### config.mk
export PLATFORM = sky130hd
export DESIGN_NAME = hp_slot_bank
export DESIGN_NICKNAME = d
export VERILOG_FILES = /design/src/rtl/hp_pkg.sv /design/src/rtl/hp_reg_decode.sv /design/src/rtl/hp_slot_store.sv /design/src/rtl/hp_flush_fsm.sv /design/src/rtl/hp_slot_bank.sv
export SDC_FILE = /design/constraint.sdc
export NUM_CORES = 1
export LEC_CHECK = 0
export BUFFER_PORTS_ARGS = -buffer_cell sky130_fd_sc_hd__clkbuf_2
export CAP_MARGIN = 20
export CORE_MARGIN = 4
export CORE_UTILIZATION = 30
export CTS_CLUSTER_DIAMETER = 150
export DETAILED_ROUTE_END_ITERATION = 16
export PLACE_DENSITY = 0.45
export SLEW_MARGIN = 20
export SYNTH_ARGS = -nofsm -noshare
export SYNTH_HDL_FRONTEND = slang
export SYNTH_SLANG_ARGS = --single-unit
### constraint.sdc
create_clock -name clk -period 4.2 [get_ports clk]
set_clock_uncertainty 0.05 [all_clocks]
set_input_delay 1.26 -clock clk [delete_from_list [all_inputs] [get_ports clk]]
set_output_delay 1.26 -clock clk [all_outputs]
set_load 0.005 [all_outputs]
### src/rtl/hp_pkg.sv
package hp_pkg;
    localparam int SLOT_N = 32;
    localparam int TAG_W  = 8;

    // word index = addr[4:2]
    localparam logic [2:0] W_INS = 3'd0;
    localparam logic [2:0] W_REM = 3'd1;
    localparam logic [2:0] W_EJ  = 3'd2;
    localparam logic [2:0] W_RMV = 3'd3;
    localparam logic [2:0] W_SEL = 3'd4;

    typedef enum logic [1:0] {
        FL_IDLE = 2'd0,
        FL_SCAN = 2'd1,
        FL_LOAD = 2'd2
    } flush_st_t;

    function automatic logic [4:0] low_idx(input logic [31:0] v);
        logic [4:0] r;
        r = 5'd0;
        for (int i = 31; i >= 0; i--) begin
            if (v[i]) r = 5'(i);
        end
        return r;
    endfunction
endpackage

### src/rtl/hp_reg_decode.sv
module hp_reg_decode
    import hp_pkg::*;
#(
    parameter int NUM_BUS = 4
) (
    input  logic             rd_en,
    input  logic             wr_en,
    input  logic [4:0]       addr,
    input  logic [3:0]       be,
    input  logic             legacy,
    input  logic [31:0]      sel_q,
    output logic [TAG_W-1:0] cur_bus,
    output logic             rd_ins,
    output logic             rd_rem,
    output logic             rd_rmv,
    output logic             rd_sel,
    output logic             wr_ej,
    output logic             wr_sel
);
    logic [2:0] word;
    logic       in_win;
    logic       acc_ok;
    logic       bus_ok;

    always_comb begin
        word    = addr[4:2];
        // legacy window is 15 bytes: only words fully inside it (0..2)
        in_win  = legacy ? (word <= W_EJ) : (word <= W_SEL);
        acc_ok  = in_win && (addr[1:0] == 2'b00) && (be == 4'hF);
        bus_ok  = legacy || (sel_q < 32'(NUM_BUS));
        cur_bus = legacy ? '0 : sel_q[TAG_W-1:0];

        rd_ins = rd_en && acc_ok && bus_ok && (word == W_INS);
        rd_rem = rd_en && acc_ok && bus_ok && (word == W_REM);
        rd_rmv = rd_en && acc_ok && bus_ok && (word == W_RMV);
        rd_sel = rd_en && acc_ok && bus_ok && (word == W_SEL);
        wr_ej  = wr_en && acc_ok && bus_ok && (word == W_EJ);
        wr_sel = wr_en && acc_ok && (word == W_SEL);
    end
endmodule

### src/rtl/hp_slot_store.sv
module hp_slot_store
    import hp_pkg::*;
#(
    parameter int NUM_BUS = 4
) (
    input  logic                    clk,
    input  logic                    rst_n,
    input  logic [NUM_BUS*32-1:0]   set_ins,
    input  logic [NUM_BUS*32-1:0]   set_rem,
    input  logic [NUM_BUS*32-1:0]   clr_ins,
    input  logic [NUM_BUS*32-1:0]   clr_rem,
    input  logic                    load_rmv,
    input  logic [NUM_BUS*32-1:0]   fixed_mask,
    output logic [NUM_BUS*32-1:0]   ins_q,
    output logic [NUM_BUS*32-1:0]   rem_q,
    output logic [NUM_BUS*32-1:0]   rmv_q
);
    for (genvar g = 0; g < NUM_BUS; g++) begin : g_bus
        localparam int LO = g * SLOT_N;

        always_ff @(posedge clk or negedge rst_n) begin
            if (!rst_n) begin
                ins_q[LO +: SLOT_N] <= '0;
                rem_q[LO +: SLOT_N] <= '0;
                rmv_q[LO +: SLOT_N] <= '0;
            end else begin
                // set wins over clear so a request is never lost
                ins_q[LO +: SLOT_N] <= (ins_q[LO +: SLOT_N] & ~clr_ins[LO +: SLOT_N])
                                     | set_ins[LO +: SLOT_N];
                rem_q[LO +: SLOT_N] <= (rem_q[LO +: SLOT_N] & ~clr_rem[LO +: SLOT_N])
                                     | set_rem[LO +: SLOT_N];
                if (load_rmv) rmv_q[LO +: SLOT_N] <= ~fixed_mask[LO +: SLOT_N];
            end
        end

        AST_INS_SET_KEPT: assert property (@(posedge clk) disable iff (!rst_n)
            (|set_ins[LO +: SLOT_N]) |=>
            ((ins_q[LO +: SLOT_N] & $past(set_ins[LO +: SLOT_N])) == $past(set_ins[LO +: SLOT_N])))
            else $error("inserted request lost");
        AST_REM_SET_KEPT: assert property (@(posedge clk) disable iff (!rst_n)
            (|set_rem[LO +: SLOT_N]) |=>
            ((rem_q[LO +: SLOT_N] & $past(set_rem[LO +: SLOT_N])) == $past(set_rem[LO +: SLOT_N])))
            else $error("removed request lost");
        AST_RMV_LOADED: assert property (@(posedge clk) disable iff (!rst_n)
            load_rmv |=> (rmv_q[LO +: SLOT_N] == ~$past(fixed_mask[LO +: SLOT_N])))
            else $error("removable bitmap not loaded");
    end
endmodule

### src/rtl/hp_flush_fsm.sv
module hp_flush_fsm
    import hp_pkg::*;
#(
    parameter int NUM_BUS = 4
) (
    input  logic                  clk,
    input  logic                  rst_n,
    input  logic                  start,
    input  logic                  hold,
    input  logic [NUM_BUS*32-1:0] rem_flat,
    output logic                  step_vld,
    output logic [TAG_W-1:0]      step_bus,
    output logic [4:0]            step_slot,
    output logic                  load_rmv
);
    localparam int BUS_W = (NUM_BUS > 1) ? $clog2(NUM_BUS) : 1;
    localparam logic [BUS_W-1:0] LAST_BUS = BUS_W'(NUM_BUS - 1);

    flush_st_t        st_q, st_d;
    logic [BUS_W-1:0] bus_q, bus_d;
    logic [31:0]      cur;

    // state register
    always_ff @(posedge clk or negedge rst_n) begin
        if (!rst_n) begin
            st_q  <= FL_SCAN;
            bus_q <= '0;
        end else begin
            st_q  <= st_d;
            bus_q <= bus_d;
        end
    end

    // next state and outputs
    always_comb begin
        cur       = rem_flat[SLOT_N*int'(bus_q) +: SLOT_N];
        st_d      = st_q;
        bus_d     = bus_q;
        step_vld  = 1'b0;
        load_rmv  = 1'b0;
        step_bus  = TAG_W'(bus_q);
        step_slot = low_idx(cur);
        unique case (st_q)
            FL_IDLE: begin
                if (start) begin
                    st_d  = FL_SCAN;
                    bus_d = '0;
                end
            end
            FL_SCAN: begin
                if (!hold) begin
                    if (cur != 32'd0) begin
                        step_vld = 1'b1;
                    end else if (bus_q == LAST_BUS) begin
                        st_d = FL_LOAD;
                    end else begin
                        bus_d = bus_q + 1'b1;
                    end
                end
            end
            FL_LOAD: begin
                load_rmv = 1'b1;
                st_d     = FL_IDLE;
            end
            default: st_d = FL_IDLE;
        endcase
    end

    AST_FLUSH_LOWEST: assert property (@(posedge clk) disable iff (!rst_n)
        step_vld |-> (cur[step_slot] && ((cur & ((32'd1 << step_slot) - 32'd1)) == 32'd0)))
        else $error("flush did not pick lowest slot");
    AST_LOAD_TO_IDLE: assert property (@(posedge clk) disable iff (!rst_n)
        (st_q == FL_LOAD) |=> (st_q == FL_IDLE))
        else $error("load state not followed by idle");
    AST_SCAN_CLEARS: assert property (@(posedge clk) disable iff (!rst_n)
        (step_vld && !start) |=> !rem_flat[SLOT_N*int'($past(bus_q)) + int'($past(step_slot))])
        else $error("flushed slot still pending");
endmodule

### src/rtl/hp_slot_bank.sv
module hp_slot_bank
    import hp_pkg::*;
#(
    parameter int NUM_BUS = 4
) (
    input  logic                  clk,
    input  logic                  rst_n,
    input  logic                  legacy_mode,
    input  logic                  flush_req,
    input  logic                  plug_vld,
    input  logic                  plug_hot,
    input  logic [7:0]            plug_bus,
    input  logic [4:0]            plug_slot,
    input  logic                  unplug_vld,
    input  logic [7:0]            unplug_bus,
    input  logic [4:0]            unplug_slot,
    input  logic [NUM_BUS*32-1:0] fixed_mask,
    input  logic                  rd_en,
    input  logic                  wr_en,
    input  logic [4:0]            addr,
    input  logic [3:0]            be,
    input  logic [31:0]           wdata,
    output logic [31:0]           rdata,
    output logic                  evt_irq,
    output logic                  ej_stb,
    output logic [7:0]            ej_bus,
    output logic [4:0]            ej_slot
);
    localparam int BANK_W = NUM_BUS * SLOT_N;

    logic [31:0]       sel_q;
    logic [TAG_W-1:0]  cur_bus;
    logic              rd_ins, rd_rem, rd_rmv, rd_sel, wr_ej, wr_sel;
    logic [BANK_W-1:0] set_ins, set_rem, clr_ins, clr_rem;
    logic [BANK_W-1:0] ins_q, rem_q, rmv_q;
    logic              load_rmv;
    logic              step_vld;
    logic [TAG_W-1:0]  step_bus;
    logic [4:0]        step_slot;
    logic              plug_acc, unplug_acc;
    logic              ej_req;
    logic [4:0]        wr_slot;
    logic [31:0]       rdata_d;
    logic              ej_fire_d;
    logic [TAG_W-1:0]  ej_bus_d;
    logic [4:0]        ej_slot_d;

    hp_reg_decode #(.NUM_BUS(NUM_BUS)) u_dec (
        .rd_en   (rd_en),
        .wr_en   (wr_en),
        .addr    (addr),
        .be      (be),
        .legacy  (legacy_mode),
        .sel_q   (sel_q),
        .cur_bus (cur_bus),
        .rd_ins  (rd_ins),
        .rd_rem  (rd_rem),
        .rd_rmv  (rd_rmv),
        .rd_sel  (rd_sel),
        .wr_ej   (wr_ej),
        .wr_sel  (wr_sel)
    );

    hp_flush_fsm #(.NUM_BUS(NUM_BUS)) u_fsm (
        .clk       (clk),
        .rst_n     (rst_n),
        .start     (flush_req),
        .hold      (wr_ej),
        .rem_flat  (rem_q),
        .step_vld  (step_vld),
        .step_bus  (step_bus),
        .step_slot (step_slot),
        .load_rmv  (load_rmv)
    );

    hp_slot_store #(.NUM_BUS(NUM_BUS)) u_store (
        .clk        (clk),
        .rst_n      (rst_n),
        .set_ins    (set_ins),
        .set_rem    (set_rem),
        .clr_ins    (clr_ins),
        .clr_rem    (clr_rem),
        .load_rmv   (load_rmv),
        .fixed_mask (fixed_mask),
        .ins_q      (ins_q),
        .rem_q      (rem_q),
        .rmv_q      (rmv_q)
    );

    always_comb begin
        plug_acc   = plug_vld && plug_hot && (plug_bus < TAG_W'(NUM_BUS));
        unplug_acc = unplug_vld && (unplug_bus < TAG_W'(NUM_BUS));
        wr_slot    = low_idx(wdata);
        ej_req     = wr_ej && (wdata != 32'd0);
    end

    // set and clear vectors for the bitmap store
    always_comb begin
        set_ins = '0;
        set_rem = '0;
        clr_ins = '0;
        clr_rem = '0;
        if (plug_acc)
            set_ins[SLOT_N*int'(plug_bus) + int'(plug_slot)] = 1'b1;
        if (unplug_acc)
            set_rem[SLOT_N*int'(unplug_bus) + int'(unplug_slot)] = 1'b1;
        if (rd_ins && !legacy_mode)
            clr_ins[SLOT_N*int'(cur_bus) +: SLOT_N] = '1;
        if (ej_req) begin
            clr_ins[SLOT_N*int'(cur_bus) + int'(wr_slot)] = 1'b1;
            clr_rem[SLOT_N*int'(cur_bus) + int'(wr_slot)] = 1'b1;
        end
        if (step_vld) begin
            clr_ins[SLOT_N*int'(step_bus) + int'(step_slot)] = 1'b1;
            clr_rem[SLOT_N*int'(step_bus) + int'(step_slot)] = 1'b1;
        end
    end

    // read mux
    always_comb begin
        rdata_d = 32'd0;
        if (rd_ins) rdata_d = ins_q[SLOT_N*int'(cur_bus) +: SLOT_N];
        if (rd_rem) rdata_d = rem_q[SLOT_N*int'(cur_bus) +: SLOT_N];
        if (rd_rmv) rdata_d = rmv_q[SLOT_N*int'(cur_bus) +: SLOT_N];
        if (rd_sel) rdata_d = sel_q;
    end

    // eject source: firmware write first, flush step otherwise
    always_comb begin
        ej_fire_d = 1'b0;
        ej_bus_d  = step_bus;
        ej_slot_d = step_slot;
        if (ej_req) begin
            ej_bus_d  = cur_bus;
            ej_slot_d = wr_slot;
            ej_fire_d = !fixed_mask[SLOT_N*int'(cur_bus) + int'(wr_slot)];
        end else if (step_vld) begin
            ej_fire_d = !fixed_mask[SLOT_N*int'(step_bus) + int'(step_slot)];
        end
    end

    always_ff @(posedge clk or negedge rst_n) begin
        if (!rst_n) begin
            sel_q   <= 32'd0;
            rdata   <= 32'd0;
            evt_irq <= 1'b0;
            ej_stb  <= 1'b0;
            ej_bus  <= '0;
            ej_slot <= '0;
        end else begin
            if (wr_sel) sel_q <= wdata;
            if (rd_en)  rdata <= rdata_d;
            evt_irq <= plug_acc || unplug_acc;
            ej_stb  <= ej_fire_d;
            if (ej_fire_d) begin
                ej_bus  <= ej_bus_d;
                ej_slot <= ej_slot_d;
            end
        end
    end

    AST_HOT_PLUG_EVT: assert property (@(posedge clk) disable iff (!rst_n)
        (plug_vld && plug_hot && plug_bus < 8'(NUM_BUS)) |=> evt_irq)
        else $error("hot plug without event");
    AST_QUIET_NO_EVT: assert property (@(posedge clk) disable iff (!rst_n)
        (!(plug_vld && plug_hot) && !unplug_vld) |=> !evt_irq)
        else $error("event without request");
    AST_OOR_READ_ZERO: assert property (@(posedge clk) disable iff (!rst_n)
        (rd_en && !legacy_mode && sel_q >= 32'(NUM_BUS)) |=> (rdata == 32'd0))
        else $error("out-of-range select read nonzero");
    AST_FEATURES_ZERO: assert property (@(posedge clk) disable iff (!rst_n)
        (rd_en && addr == 5'h08) |=> (rdata == 32'd0))
        else $error("features read nonzero");
    AST_PARTIAL_READ_ZERO: assert property (@(posedge clk) disable iff (!rst_n)
        (rd_en && be != 4'hF) |=> (rdata == 32'd0))
        else $error("partial read returned data");
endmodule

==> flow_metrics.tcl <==
set metrics [dict create \
    status "finished, violations left" \
    failed_checks "setup timing" \
    overflow 0 \
    area_growth_pct 36.55 \
    p_sw_w 0.004445 \
    internal_power_w 0.009534 \
    nNetsFinal 3535 \
    root_buffer "clkbuf_16" \
    ys_types 81 \
    viasPerCell 5.970 \
    worstSetupStartpointType "flip-flop" \
    fp.dieW_um 300.6 \
    cts.path.max_buffers 3 \
    cts_sinks 467 \
    max_cap_violations 0 \
    clkPwrFrac_pct 34.4 \
    synthCells 2680 \
    rsz0062_at_grt "true" \
    synth_edf_count 0 \
    core_um2 85010 \
    holdBufCountCts 0 \
    holdWs_ps 428.8 \
    dpl_worst_slack_ps -1092 \
    wirelength_um 134800 \
    required_ps 4660 \
    gp_congestion 0.9350 \
    via_count 26920 \
    port_buffers 250 \
    yosysWarnings 0 \
    clk_pin_slew_ps 60 \
    critPathMaxStageDelay_ps 630 \
    grt_pass1_vias 26810 \
    ir_drop_v 0.0003302 \
    syn_avg_cell_area_um2 9.582 \
    firstDrtPassIters 5 \
    critPathSlowestCell "mux4_2" \
    synthSimpleGateAreaFrac_pct 13.75 \
    seqPwrFrac_pct 40.3 \
    drtIter0Drc 2860 \
    drc 0 \
    worst_pin_slew_ps 1101 \
    grt_pass1_wl_um 190900 \
    end_kind "flip-flop" \
    ant_nets 0 \
    timing.slew.headroom_pct 26.22 \
    hold_path.class "flip-flop to flip-flop" \
    synth_ff_type "dfrtp_1" \
    setup_ws_ps -532.3 \
    fp.dieH_um 300.6 \
    cts_tree "yes" \
    initial_core_util_pct 30.21 \
    antenna_found_initial 11 \
    syn_area_um2 25680 \
    power_frac_comb_pct 25.4 \
    htree_levels 2 \
    wl_per_cell_um 29.89 \
    layout-drive-gt1-share_pct 32.77 \
    synthMuxAreaShare_pct 7.825 \
    synth_xor_area_share_pct 0.1023 \
    synth_compound_area_share_pct 28.38 \
    critical_path_arrival_ps 5190 \
    grtUsageTotal_pct 28.76 \
    dieArea_um2 90350 \
    critPathMaxFanout 8 \
    r2r_cells 18 \
    hold-path-cell-count 2 \
    cts_made_buffers 56 \
    n_fill_cell 8423 \
    seq_area_frac_synth_pct 45.51 \
    synth_top_family_by_area "compound AO/OA/AOI/OAI gates" \
    dp_hpwl_um 96900 \
    power.leakage_nw 15.36 \
    power_density_nw_per_um2 398.6 \
    synth_adder_area_share_pct 0.4385 \
    drv_slew 0 \
    clk_latency_ps 640 \
    worstSetupPathType "flip-flop to flip-flop" \
    fin_crit_ps 4732 \
    row_count 107 \
    grt_max_degree 100 \
    synthArstFlopShare_pct 100.0 \
    cp_cell_sequence "buf_8 > buf_12 > mux4_2 > buf_6 > nor2_4 > o21ai_2 > buf_4 > a311oi_2 > buf_4 > nor2_8 > and3b_2 > a32o_2 > o22ai_2 > a31oi_2 > or4_4 > a32oi_2 > buf_6 > mux2_4" \
    fin_crit_sh_pct 112.7 \
    hold_viol 0 \
    max_freq_ghz 0.2113 \
    synth_fp_nets 2893 \
    switching_share_pct 31.80 \
    finalSetupViolCount 14 \
    ys_seq_elements 467 \
    io_pins 251 \
]
==> path summary, 6_finish.rpt <==
check                                    from            endpoint  slack, ps
setup / recovery               u_fsm.bus_q[0]          ej_slot[2]       -530
hold / removal             u_store.rmv_q[104]  u_store.rmv_q[104]        430
setup reg to reg               u_fsm.bus_q[0]          ej_slot[2]       -530
hold reg to reg            u_store.rmv_q[104]  u_store.rmv_q[104]        430
max in group asynchronous               rst_n       u_fsm.st_q[0]       2580
min in group asynchronous               rst_n   u_store.rmv_q[69]        620
==> power by group through the flow <==
stage	clock network, W	registers (W)	logic, W
2_1_floorplan	0	0.00554	0.00163
3_5_place_dp	0	0.00568	0.00313
4_1_cts	0.00488	0.00562	0.00334
6_report	0.00480	0.00563	0.00355
3_3_place_gp	0	0.00565	0.00309
5_1_grt	0.00505	0.00569	0.00381
==> critical path, delay by kind of cell, from the launching register on <==
family,cells,cell delay [ps]
simple gates,4,930
flops,1,510
buf+inv,6,1030
mux,2,940
compound gates,6,1110
==> timing repair <==
item	CTS	global route
pin swaps	28	28
gates cloned	1	3
setup endpoints to repair	37	145
endpoints found under the hold margin	0	0
buffers inserted	24	18
gates resized for setup	84	52
==> stage by stage <==
stage               util, %  cell area, um2  TNS, ps  power (W)  instances
global route          41.25           35060    -8014    0.01455       4508
floorplan                 -           25840    -1162   0.007169       2680
finish                41.25           35070    -6867    0.01398       4509
global placement      38.00           32310   -70930   0.008734       4365
CTS                   40.76           34650    -7085    0.01384       4489
detailed placement    38.00           32310   -61190   0.008808       4365
==> logic make-up after synthesis <==
kind of cell / count (synthesis)
XOR/XNOR: 3
AO/OA/AOI/OAI: 1028
flip-flops: 467
multiplexers: 150
AND/OR/NAND/NOR: 766
adder cells (fa/ha/maj): 9
buffers and inverters: 257
==> cell type report <==
type	count	area, um2	share of cell area, %
Antenna cell	2	5.005	0.01427
Inverter	28	107.6	0.3068
Tap cell	1144	1431	4.082
Clock inverter	13	127.6	0.3639
Clock buffer	86	1654	4.717
Multi-Input combinational cell	1956	13600	38.79
Timing Repair Buffer	813	6450	18.39
Sequential cell	467	11690	33.34
==> registers in the layout, indices dropped and copies added, names as in the netlist <==
name	cells
sel_q	32
rdata	32
evt_irq	1
u_store.rmv_q	128
ej_stb	1
u_store.ins_q	128
ej_slot	5
u_fsm.bus_q	2
u_store.rem_q	128
ej_bus	8
u_fsm.st_q	2
==> Yosys cell counts (4+ instances only) <==
master | number | share of area, %
and3_1 | 37 | 0.90
o211ai_1 | 6 | 0.18
a211oi_1 | 12 | 0.35
nand2b_1 | 40 | 0.97
o22ai_1 | 59 | 1.4
a31oi_1 | 11 | 0.27
or3_1 | 6 | 0.15
a32o_1 | 129 | 5.0
o21a_1 | 8 | 0.23
buf_1 | 17 | 0.25
nor2b_1 | 33 | 0.80
nand3_1 | 23 | 0.45
a221oi_1 | 95 | 3.2
a22oi_1 | 214 | 6.3
o21ai_1 | 5 | 0.097
mux2_1 | 7 | 0.31
o311ai_0 | 26 | 0.89
and2_1 | 14 | 0.34
clkbuf_1 | 193 | 2.8
ha_1 | 9 | 0.44
nor3_1 | 48 | 0.94
mux2i_1 | 77 | 3.0
or4_1 | 10 | 0.29
a221o_1 | 4 | 0.16
a21oi_1 | 67 | 1.3
o31ai_1 | 4 | 0.12
buf_2 | 11 | 0.21
a32oi_1 | 5 | 0.17
o221ai_1 | 26 | 0.89
nor2_1 | 131 | 1.9
o21ai_0 | 317 | 6.2
o21bai_1 | 5 | 0.15
nor4_1 | 21 | 0.51
mux2_2 | 29 | 1.3
nand4_1 | 5 | 0.12
or2_2 | 7 | 0.17
dfrtp_1 | 466 | 45
nand2_1 | 369 | 5.4
buf_6 | 5 | 0.22
inv_1 | 27 | 0.39
mux4_2 | 37 | 3.2
==> cell usage in the layout (no fill, tap or decap), types with 8 or more instances in the layout <==
cell	n
buf_4	470
dfrtp_1	464
nand2_1	365
o21ai_0	307
clkbuf_2	249
a22oi_1	213
a32o_1	128
nor2_1	121
a221oi_1	92
mux2i_1	69
buf_12	66
clkbuf_16	58
a21oi_1	57
o22ai_1	55
nand2b_1	39
nor3_1	37
mux4_2	37
and3_1	36
nor2b_1	32
mux2_2	29
inv_1	26
o221ai_1	26
o311ai_0	24
nand3_1	21
buf_6	21
nor4_1	16
clkbuf_1	16
clkbuf_8	14
and2_1	13
o21ai_2	11
a21oi_2	10
nor3_2	10
a31oi_1	9
a211oi_1	8
ha_1	8
==> layer usage <==
metal  vias up  wire length (um)  GRT usage [%]
li1      11590                 -              -
met1     13600             55600          38.65
met2      1450             61820          46.43
met3       273             11870          5.415
met4         8              5450          10.37
met5         -                55              0
Note: power is estimated with default switching activity, not from simulation.
